### config.mk
export PLATFORM = sky130hd
export DESIGN_NAME = cfg_port_xlate
export DESIGN_NICKNAME = d
export VERILOG_FILES = /design/src/rtl/cfg_xlate_pkg.sv /design/src/rtl/cfg_addr_latch.sv /design/src/rtl/cfg_sel_decode.sv /design/src/rtl/cfg_port_xlate.sv
export SDC_FILE = /design/constraint.sdc
export NUM_CORES = 1
export LEC_CHECK = 0
export BUFFER_PORTS_ARGS = -buffer_cell sky130_fd_sc_hd__buf_2
export CORE_MARGIN = 2
export CORE_UTILIZATION = 32
export DETAILED_ROUTE_END_ITERATION = 10
export HOLD_SLACK_MARGIN = 0.1
export PLACE_DENSITY = 0.7
export RECOVER_POWER = 25
export SKIP_LAST_GASP = 1
export SLEW_MARGIN = 20
export SYNTH_ARGS = -nofsm -noshare
export SYNTH_HDL_FRONTEND = slang
export SYNTH_SLANG_ARGS = --single-unit
### constraint.sdc
create_clock -name clk -period 2 [get_ports clk]
set_input_delay 0 -clock clk [delete_from_list [all_inputs] [get_ports clk]]
set_output_delay 0 -clock clk [all_outputs]
set_load 0.01 [all_outputs]
### src/rtl/cfg_xlate_pkg.sv
package cfg_xlate_pkg;

   typedef enum logic [1:0] {
      CMD_IO_RD  = 2'd0,
      CMD_IO_WR  = 2'd1,
      CMD_CFG_RD = 2'd2,
      CMD_CFG_WR = 2'd3
   } bus_cmd_e;

   typedef struct packed {
      logic       en;
      logic [6:0] rsv_hi;
      logic [7:0] bus;
      logic [4:0] dev;
      logic [2:0] fn;
      logic [5:0] regn;
      logic [1:0] rsv_lo;
   } cfg_addr_t;

   localparam logic [31:0] CFG_WRITABLE = 32'h80FF_FFFC;
   localparam int          DEV_BITS     = 5;

endpackage

### src/rtl/cfg_addr_latch.sv
module cfg_addr_latch
   import cfg_xlate_pkg::*;
(
   input  logic        clk,
   input  logic        rst_n,
   input  logic        wr_en,
   input  logic [31:0] wdata,
   output cfg_addr_t   q
);

   always_ff @(posedge clk or negedge rst_n) begin
      if (!rst_n)
         q <= '0;
      else if (wr_en)
         q <= cfg_addr_t'(wdata & CFG_WRITABLE);
   end

   // reserved fields never hold a one
   a_r2_reserved_zero: assert property (@(posedge clk) disable iff (!rst_n)
      (q.rsv_hi == 7'd0) && (q.rsv_lo == 2'd0));

   // latch holds whenever no full write is taken
   a_r3_hold_idle: assert property (@(posedge clk) disable iff (!rst_n)
      !wr_en |=> $stable(q));

endmodule

### src/rtl/cfg_sel_decode.sv
module cfg_sel_decode #(
   parameter int NUM_SEL = 21,
   parameter int DEV_W   = 5
) (
   input  logic [DEV_W-1:0]   dev,
   output logic [NUM_SEL-1:0] sel,
   output logic               in_range
);

   if (NUM_SEL < 1 || NUM_SEL > (1 << DEV_W)) begin : g_bad_sel
      $error("cfg_sel_decode: NUM_SEL out of range");
   end

   for (genvar i = 0; i < NUM_SEL; i++) begin : g_sel
      assign sel[i] = (dev == DEV_W'(i));
   end

   assign in_range = (int'(dev) < NUM_SEL);

endmodule

### src/rtl/cfg_port_xlate.sv
module cfg_port_xlate
   import cfg_xlate_pkg::*;
#(
   parameter int PORT_W     = 16,
   parameter int LATCH_PORT = 'hCF8,
   parameter int DATA_PORT  = 'hCFC,
   parameter int NUM_SEL    = 21
) (
   input  logic               clk,
   input  logic               rst_n,
   input  logic               h_valid,
   input  logic               h_write,
   input  logic [PORT_W-1:0]  h_port,
   input  logic [3:0]         h_be,
   input  logic [31:0]        h_wdata,
   output logic               h_ready,
   output logic [31:0]        h_rdata,
   output logic               b_req,
   output logic [1:0]         b_cmd,
   output logic [31:0]        b_addr,
   output logic [3:0]         b_be,
   output logic [31:0]        b_wdata,
   output logic [NUM_SEL-1:0] b_sel,
   output logic               b_fwd,
   input  logic               b_ack,
   input  logic [31:0]        b_rdata
);

   localparam logic [PORT_W-1:0] LP = PORT_W'(LATCH_PORT);
   localparam logic [PORT_W-1:0] DP = PORT_W'(DATA_PORT);

   if (PORT_W < 3 || PORT_W > 32) begin : g_bad_pw
      $error("cfg_port_xlate: PORT_W must be 3..32");
   end
   if (LATCH_PORT == DATA_PORT) begin : g_bad_ports
      $error("cfg_port_xlate: port addresses must differ");
   end

   cfg_addr_t          lat_q;
   logic               lat_we;
   logic [NUM_SEL-1:0] dec_sel;
   logic               dev_ok;

   cfg_addr_latch u_latch (
      .clk   (clk),
      .rst_n (rst_n),
      .wr_en (lat_we),
      .wdata (h_wdata),
      .q     (lat_q)
   );

   cfg_sel_decode #(.NUM_SEL(NUM_SEL), .DEV_W(DEV_BITS)) u_dec (
      .dev      (lat_q.dev),
      .sel      (dec_sel),
      .in_range (dev_ok)
   );

   logic     latch_hit, cfg_hit, local_bus, abort_hit, internal;
   bus_cmd_e cmd;
   logic [31:0] cfg_addr;

   always_comb begin
      latch_hit = (h_port == LP) && (h_be == 4'hF);
      cfg_hit   = (h_port == DP) && lat_q.en;
      local_bus = (lat_q.bus == 8'd0);
      abort_hit = cfg_hit && local_bus && !dev_ok;
      internal  = latch_hit || abort_hit;
      cfg_addr  = {8'h00, lat_q.bus, lat_q.dev, lat_q.fn, lat_q.regn, 2'b00};
      if (cfg_hit)
         cmd = h_write ? CMD_CFG_WR : CMD_CFG_RD;
      else
         cmd = h_write ? CMD_IO_WR : CMD_IO_RD;
   end

   assign lat_we  = h_valid && h_write && latch_hit;
   assign b_req   = h_valid && !internal;
   assign b_cmd   = cmd;
   assign b_addr  = cfg_hit ? cfg_addr : 32'(h_port);
   assign b_be    = h_be;
   assign b_wdata = h_wdata;
   assign b_sel   = (h_valid && cfg_hit && local_bus) ? dec_sel : '0;
   assign b_fwd   = h_valid && cfg_hit && !local_bus;
   assign h_ready = internal ? h_valid : (b_req && b_ack);

   always_comb begin
      if (latch_hit)      h_rdata = 32'(lat_q);
      else if (abort_hit) h_rdata = '1;
      else                h_rdata = b_rdata;
   end

   // full latch-port accesses stay inside the bridge
   a_r2_latch_internal: assert property (@(posedge clk) disable iff (!rst_n)
      (h_valid && h_port == LP && h_be == 4'hF) |-> (!b_req && h_ready));

   // missing device completes locally, reads all ones
   a_r7_abort_local: assert property (@(posedge clk) disable iff (!rst_n)
      (h_valid && abort_hit) |-> (!b_req && h_ready && (h_write || h_rdata == 32'hFFFF_FFFF)));

   // at most one select line
   a_r6_sel_onehot: assert property (@(posedge clk) disable iff (!rst_n)
      $onehot0(b_sel));

   // forwarded requests drive no select
   a_r8_fwd_no_sel: assert property (@(posedge clk) disable iff (!rst_n)
      b_fwd |-> (b_sel == '0));

   // plain I/O never selects or forwards
   a_r9_io_clean: assert property (@(posedge clk) disable iff (!rst_n)
      (b_req && !b_cmd[1]) |-> (b_sel == '0 && !b_fwd));

   // config addresses have reserved bits clear
   a_r5_cfg_addr_form: assert property (@(posedge clk) disable iff (!rst_n)
      (b_req && b_cmd[1]) |-> (b_addr[31:24] == 8'd0 && b_addr[1:0] == 2'd0));

endmodule

* Word level (Yosys, flattened, before mapping) *
Cells that the tools add are included.

cells by class
  equality and inequality tests = 23
  $lt $le $gt $ge = 1
  reductions and logical operators = 17
  muxes and demuxes = 8

operator list
  cell                                                    count
  2-to-1 mux 32 bit                                       2
  equality test 5 x 4 -> 1 bit (second input constant)    8
  equality test 16 x 12 -> 1 bit (second input constant)  2
  equality test 5 bit (second input constant)             5
  2-to-1 mux 24 bit                                       1
  2-to-1 mux 21 bit                                       1
  equality test 5 x 3 -> 1 bit (second input constant)    4
  logical AND 1 bit                                       11
  equality test 5 x 2 -> 1 bit (second input constant)    2
  logical NOT 8 bit                                       1
  equality test 5 x 1 -> 1 bit (second input constant)    1
  logical NOT 5 bit                                       1
  less-than comparator 5 bit (second input constant)      1
  equality test 4 bit (second input constant)             1
  logical NOT 1 bit                                       3
  2-to-1 mux 1 bit                                        3
  2-to-1 mux 2 bit                                        1
  logical OR 1 bit                                        1

word-level totals
  output and inout port bits = 126
  logic and storage cells = 54
  input port bits = 89
  bits in registers = 23

* Logic depth before layout (Yosys ltp) *
  depth after elaboration = 9
  gate-level depth with buffers = 6
  mapped depth without buffers = 5

* Cells and area by module *
A second synthesis with hierarchy kept.

second synthesis, totals
  cells, all modules = 254
  area, all modules = 2328.5 um2

modules (own cells, without submodules)
  module          cells each  area an instance (um2)  instances
  cfg_port_xlate  158         1198.6                  1
  cfg_addr_latch  58          928.4                   1
  cfg_sel_decode  38          201.4                   1

* Worst setup path before layout *
Ideal clock, no wire load.

  path kind = reg2out
  from = reg u_latch.q[20] in the netlist's numbering
  to = out b_sel[10]
  path buffers = 1
  slack = 0.181 ns
  stages on the path, launching flop included = 6
  arrival time = 1.819 ns
  cell sequence = dfrtp_1 or4_1 nor2_1 nand4_2 buf_2 nor3_1

between the ends
  word-level cells in the longest chain between the ends = 3

RTL lines
  element                 RTL line              source
  from (decl)             cfg_addr_latch.sv:8   output cfg_addr_t q
  from (signal assigned)  cfg_addr_latch.sv:15  q <= cfg_addr_t'(wdata & CFG_WRITABLE);
  logical NOT 8 bit       cfg_port_xlate.sv:65  local_bus = (lat_q.bus == 8'd0);
  logical AND 1 bit       cfg_port_xlate.sv:81  assign b_sel = (h_valid && cfg_hit && local_bus) ? dec_sel : '0;
  2-to-1 mux 21 bit       cfg_port_xlate.sv:81
  to (decl)               cfg_port_xlate.sv:23  output logic [NUM_SEL-1:0] b_sel,

Every way passes these cells.

* Worst setup path in the final report *
  from = reg u_latch.q[21] in the netlist's numbering
  to = out h_ready

between the ends
  word-level cells in the longest chain between the ends = 8

RTL lines
  element                             RTL line              source
  logical NOT 8 bit (*)               cfg_port_xlate.sv:65
  logical AND 1 bit (*) (2 in a row)  cfg_port_xlate.sv:66  abort_hit = cfg_hit && local_bus && !dev_ok;
  logical OR 1 bit (*)                cfg_port_xlate.sv:67  internal = latch_hit || abort_hit;
  logical NOT 1 bit                   cfg_port_xlate.sv:76  assign b_req = h_valid && !internal;
  logical AND 1 bit                   cfg_port_xlate.sv:76
  logical AND 1 bit                   cfg_port_xlate.sv:83  assign h_ready = internal ? h_valid : (b_req && b_ack);
  2-to-1 mux 1 bit (*)                cfg_port_xlate.sv:83
  to (decl)                           cfg_port_xlate.sv:16  output logic h_ready,

Every way passes the cells marked *; elsewhere a longest branch is shown, timed or not.

==> impl_metrics.yaml <==
hold_path:
  min_path_cells: 2
  hp-class: "in -> out"
  holdPathEnd: "b_addr[0]"
  worstHoldStart: "h_port[0]"
global_routing:
  grt_overflow: 0
  antenna_found_initial: 0
  grt_max_degree: 24
  grt_pass1_vias: 2767
  grtUsageTotal_pct: 20.0
  grt_pass1_wl_microns: 13600
floorplan:
  start_util_pct: 33.4
  core.rowCount: 31
  fp.dieH_microns: 91.5
  die_w_microns: 91.5
  core_sq_mm: 0.00733
  io_pins: 215
  die-area_sq_mm: 0.00836
synthesis:
  syn_avg_cell_area_sq_um: 9.38
  ys.flop_type: "dfrtp_1"
  ys_seq_area_share_pct: 23.5
  yosys-top-cells-count: "buf_4, mux2_2, dfrtp_1, a41o_1, mux2_1"
  synthArstFlopShare_pct: 100
  synthCells: 261
  yosys_warnings: 0
  netlist_area_sq_mm: 0.00245
  yosysTopAreaCellShare_pct: 23.5
  synth-edff-count: 0
  synth_most_common_cell: "buf_4"
  ys_seq_elements: 23
  synthDistinctLibCells: 39
  synth_area_leaders: "dfrtp_1, buf_4, mux2_2, mux2_1, a41o_1"
  synth_area_leader_cell: "dfrtp_1"
timing:
  min_period_over_period_pct: 109
  skew_ns: 0
  fmax_mhz: 458
  final.setup.tns_ns: -5.01
  rsz0062_at_grt: "true"
  maxSlewViolCount: 0
  holdWs_ns: 0.220
  setup_viol: 46
  worst_slew_pin_slew_ns: 1.32
  slew_headroom_pct: 12.2
  timing.final.ws_setup_ns: -0.182
  fin_crit_ns: 2.18
  finalHoldViolCount: 0
clock_tree:
  clk_latency_ns: 0.26
  cts_tree: "built"
  clkSinkCount: 23
  clockRootBuffer: "clkbuf_8"
  cts.path.max_buffers: 2
  path_clk_slew_ns: 0.09
  htreeDepth: 1
  cts_made_buffers: 3
setup_path:
  crit_top_cell: "buf_6"
  path_cells: "or4_4, nor3_4, buf_6, and4_4, buf_6, o31a_1, buf_2"
  ff2ff_path_depth: 2
  worstPathMaxFanout: 6
  cp.required_ns: 2.00
  endpoint_kind: "output pin"
  crit_start: "u_latch.q[21]"
  reg2reg_from: "u_latch.q[13]"
  r2r_end: "u_latch.q[13]"
  reg2reg_slack_ns: 1.09
  cp_slowest_cell: "or4_4"
  criticalPathCategory: "reg -> out"
  crit_arrival_ns: 2.18
  cp_slowest_stage_delay_ns: 0.58
  cp-start-kind: "flop"
power:
  p_leak_nw: 2.10
  power_mw: 1.14
  peakVddDrop_uv: 237
  power_density_mw_per_mm2: 296
layout:
  multi_input_area_sq_mm: 0.00154
  top_register: "u_latch.q"
  drive_gt1_share_pct: 60.4
  regArea_sq_um: 576
  finalInstanceArea_sq_mm: 0.00385
  postLayoutCoreUtil_pct: 52.6
  largest_registers: "u_latch.q: 23 flops"
  num-fill-cells: 698
  diodes: 0
  final_net_count: 540
  largest_register_ffs: 23
  syn_to_final_growth_pct: 57.4
detailed_routing:
  wl_per_cell_microns: 16.5
  viasPerCell: 5.04
  drc: 0
  drtIter0Drc: 89
  num_vias: 2767
  first_pass_iters: 4
  ant_nets: 0
  drt-total-wl_microns: 9080
place:
  routabilityCongestion: 0.769
  place_area_sq_mm: 0.00326
  port_buffers: 188
  dp_hpwl_microns: 6640
run_status:
  outcome: "finished with violations"
  violations: "setup timing"
job:
  max_cap_viol_count: 0
-- how the worst max path moves through the flow --
stage          cells after the start         to
2_1_floorplan                      5  b_sel[10]
3_3_place_gp                       6  b_sel[13]
3_5_place_dp                       6  b_sel[13]
4_1_cts                            6    h_ready
5_1_grt                            7    h_ready
6_report                           7    h_ready
-- worst max-delay path, delay by kind of cell, from the launching register on --
family	cells	cell delay [ns]
compound gates	1	0.13
buf+inv	3	0.41
flops	1	0.39
simple gates	3	0.99
-- area by class of cell --
cell class              instances  area share (%)
multi-input cells             170            39.9
inverters                       3           0.422
repair buffers                250            40.3
well taps                      99            3.22
clock inverters                 1           0.130
flip-flops and latches         23            14.9
clock buffers                   3            1.07
-- layer usage --
metal | wire length (microns) | track usage, % | share of wire [%] | vias to the layer above
met5 | 0 | 0 | 0 | -
met4 | 119 | 4.55 | 1.3 | 0
met3 | 516 | 2.32 | 5.7 | 10
met2 | 4840 | 38.3 | 53 | 128
met1 | 3600 | 23.6 | 40 | 1332
li1 | - | - | - | 1297
-- what timing repair did --
| item | CTS | global route |
|---|---|---|
| hold buffers | 33 | 0 |
| setup buffers | 2 | 3 |
| endpoints found under the setup margin | 62 | 62 |
| gates cloned | 1 | 2 |
| resized for setup | 18 | 21 |
| pin swaps | 6 | 15 |
| endpoints found under the hold margin | 55 | 0 |
-- through the flow --
stage	instances	setup WS (ns)
after floorplan	268	0.181
after detailed placement	504	0.0207
final	549	-0.182
after CTS	544	-0.195
after global placement	504	0.0734
after global routing	549	-0.255
-- cell usage in the layout, fill, tap and decap left out, drive strengths merged, types with 8 or more instances in the layout --
cell type,count
dlygate4sd3,33
clkbuf,11
conb,8
o21a,10
mux2,52
a41o,22
nor2,9
dfrtp,23
nor3,14
and3,9
buf,209
-- kinds of logic after synthesis --
group           Yosys count  synth area share [%]
compound gates           41                  14.8
buf+inv                  75                  19.2
flops                    23                  23.5
mux                      53                  24.3
other cells               1                 0.153
simple gates             68                  18.0
-- power by group --
part / leakage (nW) / total, mW / switching [mW] / internal, mW
combinational: 1.76 / 0.379 / 0.172 / 0.207
sequential: 0.322 / 0.465 / 0.00000549 / 0.465
clock: 0.0255 / 0.297 / 0.157 / 0.139
total: 2.10 / 1.14 / 0.330 / 0.811
Note: power is estimated with default switching activity, not from simulation.
